## src/rtl/mwr_pkg.sv

```systemverilog
package mwr_pkg;
   localparam int GRAN_BASE_LOG2  = 8;   // smallest granule is 256 bytes
   localparam int SIZE_ALIGN_LOG2 = 28;  // window size step is 256 MiB
   localparam int GRAN_ENC_W      = 3;
   localparam int MAX_GRAN_ENC    = 6;
   localparam int LEN_W           = 4;

   typedef enum logic [1:0] {
      ST_IDLE = 2'd0,
      ST_CALC = 2'd1,
      ST_FWD  = 2'd2,
      ST_WAIT = 2'd3
   } rtr_state_e;
endpackage

```

## src/rtl/mwr_cfg_check.sv

```systemverilog
module mwr_cfg_check
   import mwr_pkg::*;
#(
   parameter int HPA_W   = 40,
   parameter int MAX_TGT = 8,
   localparam int TCNT_W = $clog2(MAX_TGT + 1)
) (
   input  logic [HPA_W-1:0]      size_i,
   input  logic [TCNT_W-1:0]     ntgt_i,
   input  logic [GRAN_ENC_W-1:0] gran_i,
   output logic                  err_o
);
   generate
      if (HPA_W <= SIZE_ALIGN_LOG2) begin : g_bad_w
         $error("HPA_W must exceed the size alignment");
      end
   endgenerate

   logic size_bad, cnt_bad, gran_bad;

   always_comb begin
      size_bad = (size_i[SIZE_ALIGN_LOG2-1:0] != '0);
      cnt_bad  = (ntgt_i == '0) || (int'(ntgt_i) > MAX_TGT);
      gran_bad = (int'(gran_i) > MAX_GRAN_ENC);
      err_o    = size_bad | cnt_bad | gran_bad;
   end
endmodule

```

## src/rtl/mwr_mod_reducer.sv

```systemverilog
module mwr_mod_reducer #(
   parameter int DVD_W     = 40,
   parameter int DIV_W     = 4,
   parameter int REM_W     = 3,
   parameter int STEP_BITS = 4,
   localparam int STEPS    = (DVD_W + STEP_BITS - 1) / STEP_BITS,
   localparam int PAD_W    = STEPS * STEP_BITS,
   localparam int CNT_W    = $clog2(STEPS + 1)
) (
   input  logic             clk,
   input  logic             rst_n,
   input  logic             start,
   input  logic [DVD_W-1:0] dividend,
   input  logic [DIV_W-1:0] divisor,
   output logic             busy,
   output logic             done,
   output logic [REM_W-1:0] remainder
);
   generate
      if (STEP_BITS < 1 || STEP_BITS > DVD_W) begin : g_bad_step
         $error("STEP_BITS out of range");
      end
      if (REM_W > DIV_W) begin : g_bad_rem
         $error("REM_W must not exceed DIV_W");
      end
   endgenerate

   logic [PAD_W-1:0] sh_q, sh_d;
   logic [DIV_W-1:0] rem_q, rem_d, div_q;
   logic [CNT_W-1:0] cnt_q;
   logic             done_q;

   // Shift STEP_BITS dividend bits into the running remainder, MSB first.
   always_comb begin
      logic [DIV_W:0] acc;
      sh_d  = sh_q;
      rem_d = rem_q;
      for (int k = 0; k < STEP_BITS; k++) begin
         acc = {rem_d, sh_d[PAD_W-1]};
         if (acc >= {1'b0, div_q}) acc = acc - {1'b0, div_q};
         rem_d = acc[DIV_W-1:0];
         sh_d  = sh_d << 1;
      end
   end

   always_ff @(posedge clk) begin
      if (!rst_n) begin
         sh_q   <= '0;
         rem_q  <= '0;
         div_q  <= '0;
         cnt_q  <= '0;
         done_q <= 1'b0;
      end else if (start) begin
         sh_q   <= PAD_W'(dividend);
         rem_q  <= '0;
         div_q  <= divisor;
         cnt_q  <= CNT_W'(STEPS);
         done_q <= 1'b0;
      end else if (cnt_q != '0) begin
         sh_q   <= sh_d;
         rem_q  <= rem_d;
         cnt_q  <= cnt_q - 1'b1;
         done_q <= (cnt_q == CNT_W'(1));
      end else begin
         done_q <= 1'b0;
      end
   end

   assign busy      = (cnt_q != '0);
   assign done      = done_q;
   assign remainder = rem_q[REM_W-1:0];

   AST_REM_BELOW_DIV: assert property (@(posedge clk) disable iff (!rst_n)
      done && (div_q != '0) |-> rem_q < div_q);
   AST_START_WHEN_IDLE: assert property (@(posedge clk) disable iff (!rst_n)
      start |-> !busy);
endmodule

```

## src/rtl/mem_window_router.sv

```systemverilog
module mem_window_router
   import mwr_pkg::*;
#(
   parameter int HPA_W     = 40,
   parameter int OFS_W     = 32,
   parameter int DATA_W    = 64,
   parameter int MAX_TGT   = 8,
   parameter int STEP_BITS = 4,
   localparam int TCNT_W   = $clog2(MAX_TGT + 1),
   localparam int TIDX_W   = (MAX_TGT > 1) ? $clog2(MAX_TGT) : 1
) (
   input  logic                  clk,
   input  logic                  rst_n,
   input  logic [HPA_W-1:0]      cfg_base,
   input  logic [HPA_W-1:0]      cfg_size,
   input  logic [TCNT_W-1:0]     cfg_ntgt,
   input  logic [GRAN_ENC_W-1:0] cfg_gran,
   output logic                  cfg_err,
   input  logic                  req_valid,
   output logic                  req_ready,
   input  logic                  req_write,
   input  logic [OFS_W-1:0]      req_ofs,
   input  logic [LEN_W-1:0]      req_len,
   input  logic [DATA_W-1:0]     req_wdata,
   output logic                  dn_valid,
   input  logic                  dn_ready,
   output logic                  dn_write,
   output logic [HPA_W-1:0]      dn_hpa,
   output logic [TIDX_W-1:0]     dn_tgt,
   output logic [LEN_W-1:0]      dn_len,
   output logic [DATA_W-1:0]     dn_wdata,
   input  logic                  dn_resp_valid,
   input  logic                  dn_hit,
   input  logic [DATA_W-1:0]     dn_rdata,
   output logic                  rsp_valid,
   output logic                  rsp_err,
   output logic [DATA_W-1:0]     rsp_rdata
);
   generate
      if (OFS_W > HPA_W) begin : g_bad_ofs
         $error("OFS_W must not exceed HPA_W");
      end
      if (MAX_TGT < 1) begin : g_bad_tgt
         $error("MAX_TGT must be at least 1");
      end
      if (DATA_W < 64) begin : g_bad_data
         $error("DATA_W must hold an 8-byte access");
      end
   endgenerate

   mwr_cfg_check #(.HPA_W(HPA_W), .MAX_TGT(MAX_TGT)) u_cfg (
      .size_i (cfg_size),
      .ntgt_i (cfg_ntgt),
      .gran_i (cfg_gran),
      .err_o  (cfg_err)
   );

   rtr_state_e           st_q;
   logic [HPA_W-1:0]     hpa_q, hpa_d, granule;
   logic                 wr_q;
   logic [LEN_W-1:0]     len_q;
   logic [DATA_W-1:0]    wdata_q;
   logic [TIDX_W-1:0]    tgt_q, red_rem;
   logic                 red_done;
   logic                 accept;
   logic                 rsp_valid_q, rsp_err_q;
   logic [DATA_W-1:0]    rsp_rdata_q;

   assign accept  = (st_q == ST_IDLE) && req_valid;
   assign hpa_d   = cfg_base + HPA_W'(req_ofs);
   assign granule = hpa_d >> (GRAN_BASE_LOG2 + int'(cfg_gran));

   // Single target needs no reduction; otherwise run the sequential modulo.
   generate
      if (MAX_TGT == 1) begin : g_single
         assign red_rem  = '0;
         assign red_done = (st_q == ST_CALC);
      end else begin : g_multi
         logic red_busy;
         mwr_mod_reducer #(
            .DVD_W(HPA_W), .DIV_W(TCNT_W), .REM_W(TIDX_W), .STEP_BITS(STEP_BITS)
         ) u_mod (
            .clk       (clk),
            .rst_n     (rst_n),
            .start     (accept),
            .dividend  (granule),
            .divisor   (cfg_ntgt),
            .busy      (red_busy),
            .done      (red_done),
            .remainder (red_rem)
         );
      end
   endgenerate

   always_ff @(posedge clk) begin
      if (!rst_n) begin
         st_q        <= ST_IDLE;
         hpa_q       <= '0;
         wr_q        <= 1'b0;
         len_q       <= '0;
         wdata_q     <= '0;
         tgt_q       <= '0;
         rsp_valid_q <= 1'b0;
         rsp_err_q   <= 1'b0;
         rsp_rdata_q <= '0;
      end else begin
         rsp_valid_q <= 1'b0;
         unique case (st_q)
            ST_IDLE: if (accept) begin
               hpa_q   <= hpa_d;
               wr_q    <= req_write;
               len_q   <= req_len;
               wdata_q <= req_wdata;
               st_q    <= ST_CALC;
            end
            ST_CALC: if (red_done) begin
               tgt_q <= red_rem;
               st_q  <= ST_FWD;
            end
            ST_FWD: if (dn_ready) st_q <= ST_WAIT;
            ST_WAIT: if (dn_resp_valid) begin
               rsp_valid_q <= 1'b1;
               rsp_err_q   <= !wr_q && !dn_hit;
               rsp_rdata_q <= (!wr_q && dn_hit) ? dn_rdata : '0;
               st_q        <= ST_IDLE;
            end
            default: st_q <= ST_IDLE;
         endcase
      end
   end

   assign req_ready = (st_q == ST_IDLE);
   assign dn_valid  = (st_q == ST_FWD);
   assign dn_write  = wr_q;
   assign dn_hpa    = hpa_q;
   assign dn_tgt    = tgt_q;
   assign dn_len    = len_q;
   assign dn_wdata  = wdata_q;
   assign rsp_valid = rsp_valid_q;
   assign rsp_err   = rsp_err_q;
   assign rsp_rdata = rsp_rdata_q;

   AST_DN_HOLD: assert property (@(posedge clk) disable iff (!rst_n)
      dn_valid && !dn_ready |=> dn_valid && $stable(dn_hpa) && $stable(dn_tgt));
   AST_TGT_RANGE: assert property (@(posedge clk) disable iff (!rst_n)
      dn_valid && !cfg_err |-> TCNT_W'(dn_tgt) < cfg_ntgt);
   AST_READ_MISS_ZERO: assert property (@(posedge clk) disable iff (!rst_n)
      rsp_valid && rsp_err |-> rsp_rdata == '0);
   AST_RSP_AFTER_VERDICT: assert property (@(posedge clk) disable iff (!rst_n)
      rsp_valid |-> $past(dn_resp_valid));
   AST_WRITE_NO_ERR: assert property (@(posedge clk) disable iff (!rst_n)
      dn_resp_valid && !dn_valid && !req_ready && dn_write |=> !rsp_err);
endmodule

```

## config.mk

```make
export PLATFORM = sky130hd
export DESIGN_NAME = mem_window_router
export DESIGN_NICKNAME = d
export VERILOG_FILES = /design/src/rtl/mwr_pkg.sv /design/src/rtl/mwr_cfg_check.sv /design/src/rtl/mwr_mod_reducer.sv /design/src/rtl/mem_window_router.sv
export SDC_FILE = /design/constraint.sdc
export NUM_CORES = 1
export LEC_CHECK = 0
export CAP_MARGIN = 15
export CORE_MARGIN = 4
export CORE_UTILIZATION = 46
export CTS_CLUSTER_SIZE = 24
export DETAILED_ROUTE_END_ITERATION = 12
export PLACE_DENSITY = 0.81
export RECOVER_POWER = 100
export SYNTH_ARGS = -nofsm -noshare
export SYNTH_HDL_FRONTEND = slang
export SYNTH_SLANG_ARGS = --single-unit
export TNS_END_PERCENT = 100
```

## constraint.sdc

```tcl
create_clock -name clk -period 7.95 [get_ports clk]
set_clock_uncertainty 0.15 [all_clocks]
set_input_delay 0.795 -clock clk [delete_from_list [all_inputs] [get_ports clk]]
set_output_delay 0.795 -clock clk [all_outputs]
set_load 0.05 [all_outputs]
```

After elaboration in Yosys (flattened, before gate mapping):

Cells that the tools add are included.
Widths: inputs -> output; s select.

* register bits: 233
* input port bits: 258
* output and inout port bits: 181

* $add $sub $neg: 7
* magnitude comparators: 6
* eq/ne operators: 8
* shifts and indexed selects: 1
* mux-type cells: 15
* bitwise gates (word level): 4
* reduce and logical (&&, ||, !) cells: 18

Operators with widths (number)
* $mux 40: 2
* $mux 64: 1
* $add 40x32->40: 1
* $shr 40x5->40: 1
* $reduce_bool 28->1: 1
* $mux 4: 6
* $ge 5x4->1: 4
* $sub 4x4->4: 4
* $mux 2: 4
* $pmux 2 s4: 1
* $reduce_and 2->1: 4
* $ne 2x1->1 const B: 3
* $add 4x3->5 const A: 1
* $eq 2x2->1 const B: 2
* $eq 4x1->1 const B: 1
* $gt 4x4->1 const B: 1
* $logic_not 4->1: 1
* $reduce_and 4->1: 1
* $reduce_bool 4->1: 1
* $sub 4x1->4 const B: 1
* $gt 3x3->1 const B: 1
* $logic_and 1x1->1: 3
* $reduce_or 3->1: 1
* $eq 2x1->1 const B: 1
* 9 further kinds: 12

Logic depth before layout (Yosys ltp):

Gate-level depths: netlist of run 1.

* depth after elaboration: 8
* depth in mapped cells: 33
* gate-level depth less buffers: 33

Hierarchy:

A second synthesis of run 1 with hierarchy kept.

* cells, all modules: 1648
* area total of the unflattened synthesis: 13339.0 µm²

By module, submodules not included
* mem_window_router: instances 1, cells each 1217, area an instance 10034.6 µm², seq. area each 3603.5 µm²
* mwr_mod_reducer: instances 1, cells each 418, area an instance 3198.1 µm², seq. area each 1061.0 µm²
* mwr_cfg_check: instances 1, cells each 13, area an instance 106.4 µm², seq. area each 0.0 µm²

Least setup slack after synthesis of run 1:

OpenSTA, ideal clock, no wires.

* kind: reg2reg
* start point: reg g_multi.u_mod.div_q[1]
* end point: reg g_multi.u_mod.rem_q[1]
* setup time: 86 ps
* data arrival time: 5914 ps
* path slack: 1801 ps
* cell stages (with the launch flop): 33
* path buffers: 0
* clock period less this slack: 6149 ps
* path through: dfxtp_1 -> inv_1 -> ha_1 -> nor2b_1 -> o21a_1 -> o21a_1 -> nor2_1 -> mux2_2 -> inv_1 -> ha_1 -> nor2b_1 -> o21ai_0 -> nand2b_1 -> nand2_1 -> and2_1 -> mux2_2 -> inv_1 -> ha_1 -> nor2b_1 -> o21ai_0 -> nand2b_1 -> a31oi_1 -> nor2b_1 -> a311o_1 -> a21oi_1 -> ha_1 -> o21ai_0 -> nand2b_1 -> a21o_1 -> a21oi_1 -> nand2_1 -> mux2i_1 -> a211oi_1

* longest elaborated chain between the ends: 8

Ends and longest elaborated chain
* start, declared: line mwr_mod_reducer.sv:29 `logic [DIV_W-1:0] rem_q, rem_d, div_q;`
* start signal, assigned: line mwr_mod_reducer.sv:56 `div_q <= divisor;`
* $sub 4x4->4 / $ge 5x4->1 (equally long branches): line mwr_mod_reducer.sv:40 `if (acc >= {1'b0, div_q}) acc = acc - {1'b0, div_q};`
* $mux 4: line mwr_mod_reducer.sv:40
* $sub 4x4->4 / $ge 5x4->1 (equally long branches): line mwr_mod_reducer.sv:40
* $mux 4: line mwr_mod_reducer.sv:40
* $ge 5x4->1 / $sub 4x4->4 (equally long branches): line mwr_mod_reducer.sv:40
* $mux 4: line mwr_mod_reducer.sv:40
* $sub 4x4->4 / $ge 5x4->1 (equally long branches): line mwr_mod_reducer.sv:40
* $mux 4 (*): line mwr_mod_reducer.sv:40
* end signal, assigned: line mwr_mod_reducer.sv:61 `rem_q <= rem_d;`
* end, declared: line mwr_mod_reducer.sv:29

Every way passes the cells marked *; elsewhere a longest branch is shown, timed or not.
A chain may end at the register's enable or synchronous reset.

Worst setup path in the final report of run 1:

Ends and elaborated chain as after synthesis.

==> results of run 1 <==
metal layers:
layer / track usage / vias to the layer above
li1: - / 6225
met1: 0.325 / 6134
met2: 0.476 / 581
met3: 0.0703 / 67
met4: 0.0714 / 0
met5: 0 / -
cells by family after synthesis:
logic type | after synthesis
flops | 233
buf+inv | 142
simple gates | 626
fa+ha+maj | 57
mux | 45
xor+xnor | 46
compound gates | 418
worst max-delay path, delay by kind of cell, from the launching register on:
kind | cells | cell delay, ps
AOI/OAI and AO/OA | 11 | 2330
adders and majority gates | 4 | 1120
buffers and inverters | 3 | 380
DFF | 1 | 420
muxes | 3 | 1000
and+or+nand+nor | 11 | 1500
layout make-up:
cell class / instances / share of cell area
Timing Repair Buffer: 438 / 0.242
Multi-Input combinational cell: 1192 / 0.416
Clock buffer: 38 / 0.0430
Sequential cell: 233 / 0.258
Tap cell: 372 / 0.0257
Antenna cell: 3 / 0.000415
Inverter: 34 / 0.00706
Clock inverter: 8 / 0.00740
path summary, 6_finish.rpt:
kind / start / endpoint / slack (ps) / cells past startpoint
max: g_multi.u_mod.div_q[1] / g_multi.u_mod.rem_q[1] / 930 / 32
min reg2reg: g_multi.u_mod.sh_q[36] / g_multi.u_mod.sh_q[36] / 300 / 2
max reg2reg: g_multi.u_mod.div_q[1] / g_multi.u_mod.rem_q[1] / 930 / 32
min: g_multi.u_mod.sh_q[36] / g_multi.u_mod.sh_q[36] / 300 / 2
flip-flops by register name, indices dropped and copies added, names as in the netlist, 3 cells and up:
name,flops
g_multi.u_mod.cnt_q,4
dn_wdata,64
g_multi.u_mod.rem_q,4
dn_len,4
rsp_rdata,64
g_multi.u_mod.sh_q,40
dn_hpa,40
g_multi.u_mod.div_q,4
dn_tgt,3
cells in the mapped netlist (4+ instances only):
cell type,count
nor2b_1,75
xor2_1,16
fa_1,5
o211a_1,6
a21o_1,13
mux2i_1,33
a22oi_1,69
mux2_2,5
o211ai_1,10
and2_1,28
buf_1,5
nand2_1,343
xnor2_1,29
o21a_1,8
nand2b_1,7
nand3_1,38
nor3b_1,4
o21ai_0,69
a21oi_1,72
a21boi_0,90
a31oi_1,8
clkbuf_1,85
a221oi_1,11
mux4_2,6
nor3_1,17
and3_1,6
nand4_1,20
dfxtp_1,233
nor4_1,11
buf_2,5
or3_1,6
ha_1,52
inv_1,34
a211oi_1,10
o22ai_1,6
nor2_1,54
clkbuf_8,9
per-stage QoR:
stage | util | power (mW) | area (um2) | cells | hold WS (ps)
2_1_floorplan | - | 3.29 | 12800 | 1567 | 282
3_3_place_gp | 0.630 | 3.97 | 17100 | 2267 | 289
3_5_place_dp | 0.630 | 4.04 | 17100 | 2267 | 294
4_1_cts | 0.664 | 5.34 | 18000 | 2313 | 301
5_1_grt | 0.665 | 5.61 | 18100 | 2317 | 327
6_report | 0.666 | 5.28 | 18100 | 2318 | 302
where the power goes:
part,leakage (nW),internal (mW),switching (mW)
combinational,4.99,0.926,1.60
sequential,1.90,1.37,0.109
clock,0.450,0.777,0.500
total,7.35,3.07,2.21
==> results.sh, run 1 <==
export IMPL_outcome="finished, violations left"
export IMPL_violations="capacitance limit, slew limit"
export IMPL_drt_iter0_drc=1025
export IMPL_synth_mux_area_frac=0.0419
export IMPL_cp_max_fo=6
export IMPL_tightest_slew_ps=4100
export IMPL_io_pins=439
export IMPL_fp_dieH_um=175
export IMPL_cts_hold_buf=0
export IMPL_overflow=0
export IMPL_cts_buffer_depth=3
export IMPL_drv_slew=220
export IMPL_cts_tree="yes"
export IMPL_clock_latency_ps=550
export IMPL_hold_path_class="reg -> reg"
export IMPL_layout_commonest_cell="nand2_1"
export IMPL_multiInputGateArea_mm2=0.00752
export IMPL_drive_above_1_share=0.0463
export IMPL_gp_congestion=0.969
export IMPL_synth_edff_count=0
export IMPL_worst_ep_required_time_ps=8230
export IMPL_area_growth_pct=41.0
export IMPL_register_area_mm2=0.00466
export IMPL_rows=60
export IMPL_core_area_mm2=0.0272
export IMPL_drcViolationCount=0
export IMPL_worstSetupPathType="reg -> reg"
export IMPL_fp_dieW_um=175
export IMPL_cts_made_buffers=27
export IMPL_grt_use_total=0.269
export IMPL_start_kind="flop"
export IMPL_slowest_stage="mux2_1"
export IMPL_synth_top_area_frac=0.364
export IMPL_yosysTopAreaCell="dfxtp_1"
export IMPL_syn_area_mm2=0.0128
export IMPL_hpwlAfterDp_mm=32.9
export IMPL_synth_distinct_cells=85
export IMPL_nNetsFinal=2241
export IMPL_start_util=0.472
export IMPL_postRouteAntennaNets=0
export IMPL_cts_root_buf="clkbuf_16"
export IMPL_route_vias_total=13000
export IMPL_firstDrtPassIters=6
export IMPL_synth_top_family_by_area="compound AO/OA/AOI/OAI gates"
export IMPL_n_fill_cell=2287
export IMPL_synth_xor_area_frac=0.0320
export IMPL_layout_common_cells="nand2_1, clkdlybuf4s50_1, dfxtp_1"
export IMPL_synth_area_top_cells="dfxtp_1, nand2_1, a21boi_0, ha_1, a22oi_1"
export IMPL_synth_simple_area_share=0.226
export IMPL_wl_mm=44.5
export IMPL_synthAdderAreaFrac=0.0585
export IMPL_synth_main_ff_cell="dfxtp_1"
export IMPL_wl_per_cell_um=19.2
export IMPL_hold_viol_final=0
export IMPL_numClockSinks=233
export IMPL_ys_ff_latch=233
export IMPL_fmax_mhz=142
export IMPL_post_drt_via_cell_ratio=5.61
export IMPL_synthCells=1567
export IMPL_power_density_mw_per_mm2=292
export IMPL_maxCapViolations=2
export IMPL_power_leakage_nw=7.35
export IMPL_path_clk_slew_ps=60
export IMPL_port_buffer_count=426
export IMPL_met1_length_mm=17.3
export IMPL_grt_pass1_vias=12300
export IMPL_route_met2_wl_mm=22.2
export IMPL_setup_viol=0
export IMPL_top_layer="met4"
export IMPL_setup_tns_ps=0
export IMPL_async_reset_ff_frac=0
export IMPL_syn_num_nets=1882
export IMPL_seq_area_frac_synth=0.364
export IMPL_grt_pass1_wl_mm=67.6
export IMPL_post_cts_setup_buffer_count=0
export IMPL_syn_avg_cell_area_um2=8.18
export IMPL_rsz0062_at_grt="false"
export IMPL_post_cts_resized=0
export IMPL_vdd_drop_max_v=0.000191
export IMPL_dieArea_mm2=0.0306
export IMPL_fin_crit_sh=0.883
export IMPL_critPathMaxStageDelay_ps=430
export IMPL_yosysWarnings=0
export IMPL_min_period_ps=7020
export IMPL_wl_met3_mm=4.04
export IMPL_grt_antenna_before_repair=2
export IMPL_cts_htree_levels=1
export IMPL_place_ws_ps=1050
export IMPL_endpoint_kind="flop"
export IMPL_grt_max_degree=115
export IMPL_max_slew_margin=-1.73
export IMPL_setup_ws_ps=932
export IMPL_arrival_ps=7300
export IMPL_synth_compound_gate_area_share=0.227
No activity file was read; power rests on OpenSTA's default activity.
==> run 2: changes to the inputs <==
--- a/config.mk
+++ b/config.mk
@@ -6,11 +6,13 @@
 export NUM_CORES = 1
 export LEC_CHECK = 0
 export CAP_MARGIN = 15
+export CELL_PAD_IN_SITES_DETAIL_PLACEMENT = 0
+export CELL_PAD_IN_SITES_GLOBAL_PLACEMENT = 1
 export CORE_MARGIN = 4
-export CORE_UTILIZATION = 46
+export CORE_UTILIZATION = 33
 export CTS_CLUSTER_SIZE = 24
 export DETAILED_ROUTE_END_ITERATION = 12
-export PLACE_DENSITY = 0.81
+export PLACE_DENSITY_LB_ADDON = 0.1
 export RECOVER_POWER = 100
 export SYNTH_ARGS = -nofsm -noshare
 export SYNTH_HDL_FRONTEND = slang
==> run 2 against run 1 <==
- the run still ends with capacitance limit, slew limit left
- count of clock-buffer cells in the layout up 8
- clock power up 5%
- first-iteration DRC count down 24%
- sequential share of layout area down 0.22 points
- register-to-register slack better by 80 ps
- routed wire length up 9.6%
==> results.sh, run 2 (synthesis gave the netlist of run 1 again) <==
export IMPL_outcome="finished, violations left"
export IMPL_violations="capacitance limit, slew limit"
export IMPL_drv_slew=269
export IMPL_drt_iter0_drc=774
export IMPL_route_vias_total=12600
export IMPL_io_pins=439
export IMPL_drive_above_1_share=0.0457
export IMPL_rsz0062_at_grt="false"
export IMPL_place_area_mm2=0.0173
export IMPL_dieArea_mm2=0.0421
export IMPL_grt_max_degree=103
export IMPL_grt_antenna_before_repair=3
export IMPL_cts_hold_buf=0
export IMPL_grt_use_total=0.217
export IMPL_start_util=0.337
export IMPL_cts_made_buffers=29
export IMPL_postRouteAntennaNets=0
export IMPL_area_growth_pct=42.3
export IMPL_fin_crit_sh=0.873
export IMPL_numClockSinks=233
export IMPL_min_period_ps=6940
export IMPL_maxCapViolations=3
export IMPL_cts_htree_levels=1
export IMPL_grt_pass1_vias=12200
export IMPL_max_slew_margin=-1.97
export IMPL_critPathMaxStageDelay_ps=440
export IMPL_overflow=0
export IMPL_layout_common_cells="nand2_1, clkdlybuf4s50_1, dfxtp_1"
export IMPL_cts_root_buf="clkbuf_16"
export IMPL_setup_tns_ps=0
export IMPL_endpoint_kind="flop"
export IMPL_port_buffer_count=426
export IMPL_fmax_mhz=144
export IMPL_cp_max_fo=6
export IMPL_worst_r2r_path_depth=32
export IMPL_post_cts_setup_buffer_count=0
export IMPL_hold_viol_final=0
export IMPL_p_int_mw=3.11
export IMPL_power_density_mw_per_mm2=294
export IMPL_hold_path_class="reg -> reg"
export IMPL_post_drt_via_cell_ratio=5.12
export IMPL_wl_mm=48.7
export IMPL_fp_dieW_um=205
export IMPL_cts_tree="yes"
export IMPL_tightest_slew_ps=4450
export IMPL_start_kind="flop"
export IMPL_firstDrtPassIters=5
export IMPL_arrival_ps=7230
export IMPL_nNetsFinal=2244
export IMPL_vdd_drop_max_v=0.000203
export IMPL_power_leakage_nw=7.33
export IMPL_worst_ep_required_time_ps=8240
export IMPL_post_cts_resized=0
export IMPL_gp_congestion=0.837
export IMPL_path_clk_slew_ps=50
export IMPL_cts_buffer_depth=3
export IMPL_wl_per_cell_um=19.8
export IMPL_slowest_stage="dfxtp_1"
export IMPL_share_seq_of_total_power=0.276
export IMPL_hpwlAfterDp_mm=36.5
export IMPL_grt_pass1_wl_mm=72.5
export IMPL_rows=71
export IMPL_final_area_mm2=0.0182
export IMPL_drcViolationCount=0
export IMPL_clock_latency_ps=560
export IMPL_combPwrFrac=0.474
export IMPL_layout_commonest_cell="nand2_1"
export IMPL_fp_dieH_um=205
export IMPL_worstSetupPathType="reg -> reg"
export IMPL_p_sw_mw=2.25
export IMPL_setup_viol=0
export IMPL_p_sw_frac=0.420
export IMPL_hold_depth=2
export IMPL_pwr_share_clk=0.250
export IMPL_core_area_mm2=0.0380
## run 2: changes by cell type in the layout (fill, tap and decap cells not counted), sizes merged
cell    before  now
inv         36   35
clkinv       3    2
clkbuf      40   51
buf         11    9
bufinv       3    2
## run 2: final cells by class
class,count,area (um2)
Clock inverter,5,93.8
Timing Repair Buffer,439,4340
Tap cell,511,639
Fill cell,3826,19800
Sequential cell,233,4660
Inverter,34,128
Multi-Input combinational cell,1192,7500
Clock buffer,46,870
Antenna cell,3,7.51
## run 2: critical path, delay by kind of cell, from the launching register on
| kind | cells | cell delay, ps |
|---|---|---|
| fa+ha+maj | 4 | 1130 |
| compound gates | 11 | 2260 |
| mux | 3 | 980 |
| flops | 1 | 440 |
| buf+inv | 3 | 390 |
| simple gates | 11 | 1490 |
## run 2: power by group through the flow
stage | Combinational (mW) | Sequential, mW | Clock, mW
CTS | 2.59 | 1.48 | 1.37
global route | 2.78 | 1.50 | 1.43
global placement | 2.55 | 1.50 | 0
finish | 2.54 | 1.48 | 1.34
detailed placement | 2.58 | 1.51 | 0
floorplan | 1.41 | 1.89 | 0
## run 2: path summary, 6_finish.rpt
kind | startpoint | end | slack (ps)
worst max-delay path | g_multi.u_mod.div_q[1] | g_multi.u_mod.rem_q[1] | 1010
worst min-delay path | g_multi.u_mod.sh_q[33] | g_multi.u_mod.sh_q[33] | 300
worst max register to register | g_multi.u_mod.div_q[1] | g_multi.u_mod.rem_q[1] | 1010
worst min register to register | g_multi.u_mod.sh_q[33] | g_multi.u_mod.sh_q[33] | 300
## run 2: routing by layer
metal / part of all wire / global-route usage / routed length, um
met1: 0.43 / 0.283 / 20800
met2: 0.48 / 0.360 / 23200
met3: 0.072 / 0.0564 / 3510
met4: 0.025 / 0.0553 / 1200
met5: 0 / 0 / 0
## run 2: stage by stage
step	hold WS [ps]	worst slack, ps	util	total power, mW	std cells
finish	300	1010	0.480	5.36	2463
global placement	290	1230	0.456	4.05	2409
floorplan	282	1800	-	3.29	1567
detailed placement	296	1070	0.456	4.09	2409
global route	314	356	0.480	5.71	2463
CTS	303	1020	0.481	5.45	2460
==> run 3: changes to the inputs <==
--- a/config.mk
+++ b/config.mk
@@ -14,6 +14,7 @@
 export DETAILED_ROUTE_END_ITERATION = 12
 export PLACE_DENSITY_LB_ADDON = 0.1
 export RECOVER_POWER = 100
+export SKIP_CTS_REPAIR_TIMING = 1
 export SYNTH_ARGS = -nofsm -noshare
 export SYNTH_HDL_FRONTEND = slang
 export SYNTH_SLANG_ARGS = --single-unit
==> results of run 3 <==
Final layout, timing and power as in run 2 (identical DEF).
